<file path="src/rtl/rot_pkg.sv">
package rot_pkg;

    localparam int unsigned XLEN    = 64;
    localparam int unsigned WLEN    = XLEN / 2;
    localparam int unsigned XAMT_W  = $clog2(XLEN);
    localparam int unsigned WAMT_W  = $clog2(WLEN);
    localparam int unsigned FUNCT_W = 6;
    localparam int unsigned FIELD_W = 5;

    localparam logic [FUNCT_W-1:0] FN_WROT_IMM = 6'b000010;
    localparam logic [FUNCT_W-1:0] FN_WROT_VAR = 6'b000110;
    localparam logic [FUNCT_W-1:0] FN_XROT_IMM = 6'b111010;
    localparam logic [FUNCT_W-1:0] FN_XROT_HI  = 6'b111110;
    localparam logic [FUNCT_W-1:0] FN_XROT_VAR = 6'b010110;

    localparam logic [FIELD_W-1:0] ROT_MARK = 5'b00001;

    typedef enum logic [1:0] {
        RW_NONE = 2'd0,
        RW_WORD = 2'd1,
        RW_DWORD = 2'd2
    } rot_width_e;

    typedef struct packed {
        rot_width_e         width;
        logic [XAMT_W-1:0]  amt;
    } rot_ctl_t;

    function automatic logic [XLEN-1:0] sext_word(input logic [WLEN-1:0] w);
        return {{(XLEN-WLEN){w[WLEN-1]}}, w};
    endfunction

endpackage

</file>
<file path="src/rtl/rot_decode.sv">
module rot_decode
    import rot_pkg::*;
(
    input  logic [FUNCT_W-1:0] funct,
    input  logic [FIELD_W-1:0] rs_field,
    input  logic [FIELD_W-1:0] sa_field,
    input  logic [XAMT_W-1:0]  rs_amt,
    output rot_ctl_t           ctl
);
    logic imm_mark;
    logic var_mark;

    assign imm_mark = (rs_field == ROT_MARK);
    assign var_mark = (sa_field == ROT_MARK);

    always_comb begin
        ctl.width = RW_NONE;
        ctl.amt   = '0;
        case (funct)
            FN_WROT_IMM: if (imm_mark) begin
                ctl.width = RW_WORD;
                ctl.amt   = {1'b0, sa_field};
            end
            FN_WROT_VAR: if (var_mark) begin
                ctl.width = RW_WORD;
                ctl.amt   = {1'b0, rs_amt[WAMT_W-1:0]};
            end
            FN_XROT_IMM: if (imm_mark) begin
                ctl.width = RW_DWORD;
                ctl.amt   = {1'b0, sa_field};
            end
            FN_XROT_HI: if (imm_mark) begin
                ctl.width = RW_DWORD;
                ctl.amt   = {1'b1, sa_field};
            end
            FN_XROT_VAR: if (var_mark) begin
                ctl.width = RW_DWORD;
                ctl.amt   = rs_amt;
            end
            default: begin
                ctl.width = RW_NONE;
                ctl.amt   = '0;
            end
        endcase
    end

    // r9: a code outside the rotate set never decodes as a rotate
    always_comb begin
        if (funct != FN_WROT_IMM && funct != FN_WROT_VAR && funct != FN_XROT_IMM &&
            funct != FN_XROT_HI && funct != FN_XROT_VAR)
            p_unknown_funct_r9: assert (ctl.width == RW_NONE);
    end

endmodule

</file>
<file path="src/rtl/rot_barrel.sv">
module rot_barrel #(
    parameter int unsigned W = 64,
    localparam int unsigned LG = $clog2(W)
) (
    input  logic [W-1:0]  din,
    input  logic [LG-1:0] amt,
    output logic [W-1:0]  dout
);
    logic [LG:0][W-1:0] stage;

    assign stage[0] = din;

    for (genvar g = 0; g < LG; g++) begin : g_stage
        localparam int unsigned SH = 1 << g;
        assign stage[g+1] = amt[g] ? {stage[g][SH-1:0], stage[g][W-1:SH]} : stage[g];
    end

    assign dout = stage[LG];

    // r8: zero amount passes the operand through all stages untouched
    always_comb begin
        if (amt == '0)
            p_zero_amount_r8: assert (dout == din);
    end

endmodule

</file>
<file path="src/rtl/rot_unit.sv">
module rot_unit
    import rot_pkg::*;
(
    input  logic               clk,
    input  logic               rst,
    input  logic               in_valid,
    input  logic [5:0]         funct,
    input  logic [4:0]         rs_field,
    input  logic [4:0]         sa_field,
    input  logic [63:0]        rs_val,
    input  logic [63:0]        rt_val,
    output logic               out_valid,
    output logic               out_illegal,
    output logic [63:0]        out_data
);
    rot_ctl_t           ctl;
    logic [WLEN-1:0]    word_res;
    logic [XLEN-1:0]    dword_res;
    logic [XLEN-1:0]    next_data;
    logic               r_word;

    rot_decode u_dec (
        .funct    (funct),
        .rs_field (rs_field),
        .sa_field (sa_field),
        .rs_amt   (rs_val[XAMT_W-1:0]),
        .ctl      (ctl)
    );

    rot_barrel #(.W(WLEN)) u_word (
        .din  (rt_val[WLEN-1:0]),
        .amt  (ctl.amt[WAMT_W-1:0]),
        .dout (word_res)
    );

    rot_barrel #(.W(XLEN)) u_dword (
        .din  (rt_val),
        .amt  (ctl.amt),
        .dout (dword_res)
    );

    always_comb begin
        case (ctl.width)
            RW_WORD:  next_data = sext_word(word_res);
            RW_DWORD: next_data = dword_res;
            default:  next_data = '0;
        endcase
    end

    always_ff @(posedge clk) begin
        if (rst) begin
            out_valid   <= 1'b0;
            out_illegal <= 1'b0;
            out_data    <= '0;
            r_word      <= 1'b0;
        end else begin
            out_valid   <= in_valid && (ctl.width != RW_NONE);
            out_illegal <= in_valid && (ctl.width == RW_NONE);
            if (in_valid) begin
                out_data <= next_data;
                r_word   <= (ctl.width == RW_WORD);
            end
        end
    end

    // valid and illegal are never raised together
    p_flags_exclusive_r9: assert property (@(posedge clk) disable iff (rst)
        $onehot0({out_valid, out_illegal}));

    // a legal operation yields a valid result on the next edge
    p_legal_latency_r10: assert property (@(posedge clk) disable iff (rst)
        (in_valid && ctl.width != RW_NONE) |=> out_valid);

    // an illegal operation raises the flag with a zero result
    p_illegal_zero_r9: assert property (@(posedge clk) disable iff (rst)
        (in_valid && ctl.width == RW_NONE) |=> (out_illegal && out_data == '0));

    // an idle cycle clears the flags and holds the data
    p_idle_hold_r10: assert property (@(posedge clk) disable iff (rst)
        !in_valid |=> (!out_valid && !out_illegal && $stable(out_data)));

    // a word result is sign-extended from bit 31
    p_word_sext_r7: assert property (@(posedge clk) disable iff (rst)
        (out_valid && r_word) |-> (out_data[XLEN-1:WLEN] == {(XLEN-WLEN){out_data[WLEN-1]}}));

endmodule

</file>
<file path="config.mk">
export PLATFORM = sky130hd
export DESIGN_NAME = rot_unit
export DESIGN_NICKNAME = d
export VERILOG_FILES = /design/src/rtl/rot_pkg.sv /design/src/rtl/rot_decode.sv /design/src/rtl/rot_barrel.sv /design/src/rtl/rot_unit.sv
export SDC_FILE = /design/constraint.sdc
export NUM_CORES = 1
export LEC_CHECK = 0
export BUFFER_PORTS_ARGS = -buffer_cell sky130_fd_sc_hd__buf_2
export CORE_UTILIZATION = 35
export DETAILED_ROUTE_END_ITERATION = 12
export GPL_TIMING_DRIVEN = 1
export HOLD_SLACK_MARGIN = 0.12
export RECOVER_POWER = 100
export SLEW_MARGIN = 20
export SYNTH_ARGS = -nofsm -noshare
export SYNTH_HDL_FRONTEND = slang
export SYNTH_SLANG_ARGS = --single-unit
</file>
<file path="constraint.sdc">
create_clock -name clk -period 3.75 [get_ports clk]
set_input_delay 0.1875 -clock clk [delete_from_list [all_inputs] [get_ports clk]]
set_output_delay 0.1875 -clock clk [all_outputs]
set_load 0.01 [all_outputs]
</file>
==> reports/metrics.csv, run 1 <==
metric;value;unit
p_int;1.52;mW
synth_top_area_share;15.6;%
synth-seq-cells;66;
grt_overflow;0;
crit_start;funct[0];
crit_end;out_data[39];
tightest_slew;1.15;ns
critical_path.max_stage_delay;0.71;ns
path_delay_family;simple AND/OR/NAND/NOR gates;
ioPinCount;213;
clk_path_buf_depth;2;
critical_path_class;in2reg;
grt_pass1_wl;90000;µm
die_y;170;µm
die_area;28900;µm²
power_leakage;5.56;nW
wl_per_cell;30.2;µm
viasPerCell;6.53;
start_util;35.5;%
clock_latency;0.34;ns
cts_num_sinks;66;
final-seq-area;1320;µm²
r2r_cells;4;
cp.required;3.96;ns
routed_wl;64100;µm
maxCapViolations;0;
swShare;34.9;%
track_usage;43.5;%
cp_max_fo;31;
cts_tree;built;
r2r_start;out_data[2];
path_buf_inv;3;
multi_input_area;7960;µm²
seqPwrFrac;30.1;%
ir_drop;0.284;mV
clock.fmax;0.273;GHz
p_sw;0.815;mW
rows;61;
crit_slowest_cell;or4b_1;
h-tree-depth;3;
fin_util;48.9;%
crit_path_start_kind;input pin;
power;2.34;mW
setup_violations;0;
rsz0062_at_grt;no;
grt_max_degree;38;
synthArstFlopShare;0;%
status;complete, no violations;
power.share.clock;36.2;%
synth_warnings;0;
place.gp.congestion;1.07;
cp_cell_sequence;buf_2 > or4b_1 > nor4_2 > or2_2 > buf_12 > mux2_2 > mux2i_1 > nor2_1 > o22ai_1 > a211oi_1 > buf_4 > a22oi_1 > o211ai_1;
relSlewSlack;23.3;%
r2r_slack;2.69;ns
fin_crit;3.67;ns
report.final.slew_viol_count;0;
ys_types;81;
fin_crit_sh;97.8;%
fp.dieW;170;µm
critPathArrivalTime;3.88;ns
hp-class;in2reg;
clockRootBuffer;clkbuf_16;
fill_cells;2942;
avgSynthCellArea;7.37;µm²
setup.worst_path.end_class;flip-flop;
cts.clk_slew.worst_paths;0.06;ns
power_density;172;nW/µm²
crit_cells;13;
drc;0;
initialDrtViolationCount;1947;
nets;1892;
grt_pass1_vias;12700;
r2r-end;out_data[2];
antenna_found_initial;1;
synth-seq-area-share;13.4;%
ant_nets;0;
synth_area_leaders;mux2i_1 16%, dfxtp_1 13%, mux2_2 9.5%, o22ai_1 6.3%, nand2_1 5.8%;
layout-drive-gt1-share;32.9;%
cts_buffers;9;
syn_area;9870;µm²
area_growth;37.5;%
dp_hpwl;53000;µm
yosys_most_used_dff;dfxtp_1;
synth_edf_count;0;
power_frac_comb;33.7;%
yosys.area.top_type;mux2i_1;
num_vias;13900;
finalHoldViolations;0;
skew;0;ns
syn-num-nets;1489;
syn_inst;1339;
core-area;27800;µm²
port_buffers;154;
dr.pass1.iters;8;
==> sequential cells by signal, indices dropped and copies added (netlist names) <==
register / flops
out_data: 64
out_illegal: 1
out_valid: 1
==> cell type report <==
type | instances | share of cell area (%)
multi-input combinational | 1149 | 58.6
timing repair buffer | 501 | 25.6
sequential | 66 | 9.73
tap | 378 | 3.48
clock buffer | 9 | 1.66
clock inverter | 6 | 0.498
inverter | 15 | 0.415
antenna | 1 | 0.0184
==> cell families after synthesis <==
kind of cell	after synthesis	share of synthesized area [%]
mux	240	25.5
compound gates	532	36.4
fa+ha+maj	3	0.380
buf+inv	124	6.49
simple gates	374	17.8
flops	66	13.4
==> metal layers <==
metal	part of all wire, %	global-route usage, %	vias up
li1	-	-	6067
met3	11	10.0	159
met5	0	0	-
met4	4.3	17.3	0
met2	42	65.8	980
met1	42	59.1	6660
==> timing repair <==
item                                    CTS  global route
setup buffers                             0             1
gates resized for setup                   0             3
hold buffers                              0             0
endpoints found under the setup margin    0             6
==> how the worst min path moves through the flow <==
stage | cells past startpoint | to | from
2_1_floorplan | 2 | out_data[10] | out_data[10]
3_3_place_gp | 2 | out_data[51] | out_data[51]
3_5_place_dp | 2 | out_data[44] | out_data[44]
4_1_cts | 4 | out_data[20] | in_valid
5_1_grt | 4 | out_data[20] | in_valid
6_report | 4 | out_data[20] | in_valid
==> power groups by stage <==
stage          Clock, mW  Combinational, mW  Sequential, mW
2_1_floorplan          0              0.296           0.718
3_3_place_gp           0              0.748           0.717
3_5_place_dp           0              0.748           0.717
4_1_cts            0.860              0.751           0.702
5_1_grt            0.880              0.805           0.702
6_report           0.846              0.788           0.702
==> worst min-delay path: cells and delay by family <==
kind                   cells  cell delay (ns)
AOI/OAI and AO/OA          1             0.06
buffers and inverters      1             0.28
and+or+nand+nor            2             0.18
==> per-stage QoR <==
| step | setup WS [ns] | instances | instance area [µm²] | hold WS [ns] | setup TNS [ns] |
|---|---|---|---|---|---|
| after global placement | -0.291 | 2108 | 13300 | 0.448 | -1.65 |
| after CTS | 0.0650 | 2123 | 13600 | 0.395 | 0 |
| after global routing | 0.00453 | 2124 | 13600 | 0.452 | 0 |
| after detailed placement | -0.279 | 2108 | 13300 | 0.450 | -1.79 |
| final | 0.0841 | 2125 | 13600 | 0.409 | 0 |
| after floorplan | 0.474 | 1339 | 9870 | 0.474 | 0 |
==> synth_stat cells (17+ instances only) <==
cell type,instances
mux2i_1,154
o211ai_1,35
nand3_1,29
a22oi_1,63
dfxtp_1,66
clkbuf_1,52
o22ai_1,99
nor3_1,24
a221oi_1,18
a211oi_1,29
a21oi_1,97
o21ai_0,70
nor2_1,92
mux2_2,83
o21ai_1,17
nand2_1,152
buf_2,33
==> placed cells by master, fill, tap and decap left out, types with 70 or more instances in the layout <==
master,n
a21oi_1,97
mux2i_1,153
o21ai_0,70
buf_2,88
mux2_2,83
buf_4,333
nand2_1,151
nor2_1,89
o22ai_1,99
Power figures use the tool's default switching activity.
==> run 2: changes to the inputs <==
--- a/config.mk
+++ b/config.mk
@@ -6,6 +6,7 @@
 export NUM_CORES = 1
 export LEC_CHECK = 0
 export BUFFER_PORTS_ARGS = -buffer_cell sky130_fd_sc_hd__buf_2
+export CORE_MARGIN = 3
 export CORE_UTILIZATION = 35
 export DETAILED_ROUTE_END_ITERATION = 12
 export GPL_TIMING_DRIVEN = 1
==> reports/metrics.csv, run 2 (synthesis results as in run 1) <==
metric;value;unit;change
grt_max_degree;38;;unchanged
h-tree-depth;3;;unchanged
ioPinCount;213;;unchanged
cts_num_sinks;66;;unchanged
place.gp.congestion;1.03;;-3.9%
top_regs;out_data: 64 flops, out_illegal: 1 flops, out_valid: 1 flops;;
ant_nets;0;;unchanged
track_usage;40.7;%;-2.8 points
report.final.slew_viol_count;0;;unchanged
drc;0;;unchanged
hp-class;in2reg;;
power_density;171;nW/µm²;-0.65%
die_y;174;µm;+2.4%
initialDrtViolationCount;2005;;+3.0%
holdBufCountCts;0;;unchanged
fin_util;50.2;%;+1.3 points
crit_path_start_kind;input pin;;
cts_buffers;9;;unchanged
largest_reg_flops;64;;unchanged
nets;1910;;+0.95%
fin_crit;3.63;ns;-0.0345 ns
fp.dieW;174;µm;+2.4%
port_buffers;154;;unchanged
fin_crit_sh;96.8;%;-0.92 points
skew;0;ns;unchanged
die_area;30200;µm²;+4.8%
grt_overflow;0;;unchanged
num_vias;14100;;+1.7%
clk_path_buf_depth;2;;unchanged
final.setup.tns;0;ns;unchanged
wl_met1;26900;µm;-0.51%
critPathArrivalTime;3.89;ns;about the same
clock_latency;0.34;ns;about the same
cts_tree;built;;
post-route-cell-area;13700;µm²;+1.0%
post-cts-setup-buffer-count;0;;unchanged
dp_hpwl;53100;µm;+0.22%
relSlewSlack;39.6;%;+16 points
cp_max_fo;23;;-26%
pre_cts_slack;-0.109;ns;+0.170 ns
core-area;27300;µm²;-1.6%
finalHoldViolations;0;;unchanged
layout-drive-gt1-share;32.4;%;-0.56 points
power_leakage;5.61;nW;+0.98%
maxCapViolations;0;;unchanged
final-seq-area;1320;µm²;unchanged
status;complete, no violations;;
grt_pass1_vias;13300;;+4.8%
cp.required;4.01;ns;+0.05 ns
grt_pass1_wl;91900;µm;+2.1%
routed_wl;64500;µm;+0.60%
tightest_slew;0.903;ns;-0.248 ns
rsz0062_at_grt;no;;
start_util;36.1;%;+0.59 points
ir_drop;0.264;mV;-7.1%
setup.worst_path.end_class;flip-flop;;
viasPerCell;6.60;;+1.2%
fill_cells;2833;;-3.7%
setup_violations;0;;unchanged
final_common_cell;buf_4;;
multi_input_area;7920;µm²;-0.44%
rows;60;;-1.6%
dr.pass1.iters;6;;-2
cts.clk_slew.worst_paths;0.06;ns;about the same
wl_per_cell;30.2;µm;about the same
critical_path_class;in2reg;;
top_register;out_data;;
fin_ws;0.119;ns;+0.0345 ns
antenna_found_initial;0;;-1
layout_common_cells;331 x buf_4, 154 x mux2i_1, 151 x nand2_1, 100 x o22ai_1, 97 x a21oi_1;;
clockRootBuffer;clkbuf_16;;
fin_hold_ws;0.401;ns;-0.00734 ns
clock.fmax;0.275;GHz;+0.95%
place_area;13500;µm²;+1.5%
top_layer;met4;;
wl_met3;7010;µm;-1.5%
dr_wl_met2;26800;µm;-1.5%
area_growth;38.9;%;
post_cts_resized;0;;unchanged
[run 2: changes by cell type in the layout (fill, tap and decap cells not counted), sizes merged]
cell    change
buf         +4
clkbuf     +14
[run 2: worst max-delay path, stage by stage]
cell and delay [ns]:
buf_2 0.11, or4b_2 0.66, a211oi_1 0.29, buf_4 0.16, or2_2 0.12, buf_12 0.18, buf_4 0.24, mux2_1 0.48
clkbuf_4 0.20, mux2i_1 0.36, o22ai_1 0.13, a21oi_1 0.35, a222oi_1 0.13, a211oi_1 0.27
[run 2: per-stage QoR]
stage / total power [mW] / instances
2_1_floorplan: 1.01 / 1339
3_3_place_gp: 1.48 / 2120
3_5_place_dp: 1.47 / 2120
4_1_cts: 2.32 / 2135
5_1_grt: 2.40 / 2136
6_report: 2.34 / 2137
[run 2: power breakdown]
group          internal (mW)  switching [mW]  leakage [nW]
combinational          0.309           0.479          4.94
clock                  0.513           0.341         0.138
sequential             0.702        0.000178         0.532
[run 2: final timing paths]
kind	endpoint	cells after the start	slack [ns]	start
worst min-delay path	out_data[20]	4	0.40	in_valid
worst max-delay path	out_data[32]	14	0.12	rs_field[1]
worst min register to register	out_data[10]	2	0.45	out_data[10]
worst max register to register	out_data[2]	4	2.68	out_data[2]
[run 2: routing by layer]
layer / up-vias / GRT usage (%)
met3: 202 / 9.07
met1: 6782 / 55.4
li1: 6115 / -
met4: 0 / 18.1
met2: 1009 / 61.3
met5: - / 0
[run 2: final cells by class]
type	instances	area share, %
Antenna cell	1	0.0182
Clock buffer	9	1.64
Clock inverter	6	0.493
Inverter	15	0.411
Multi-Input combinational cell	1149	57.8
Sequential cell	66	9.64
Tap cell	372	3.39
Timing Repair Buffer	519	26.6
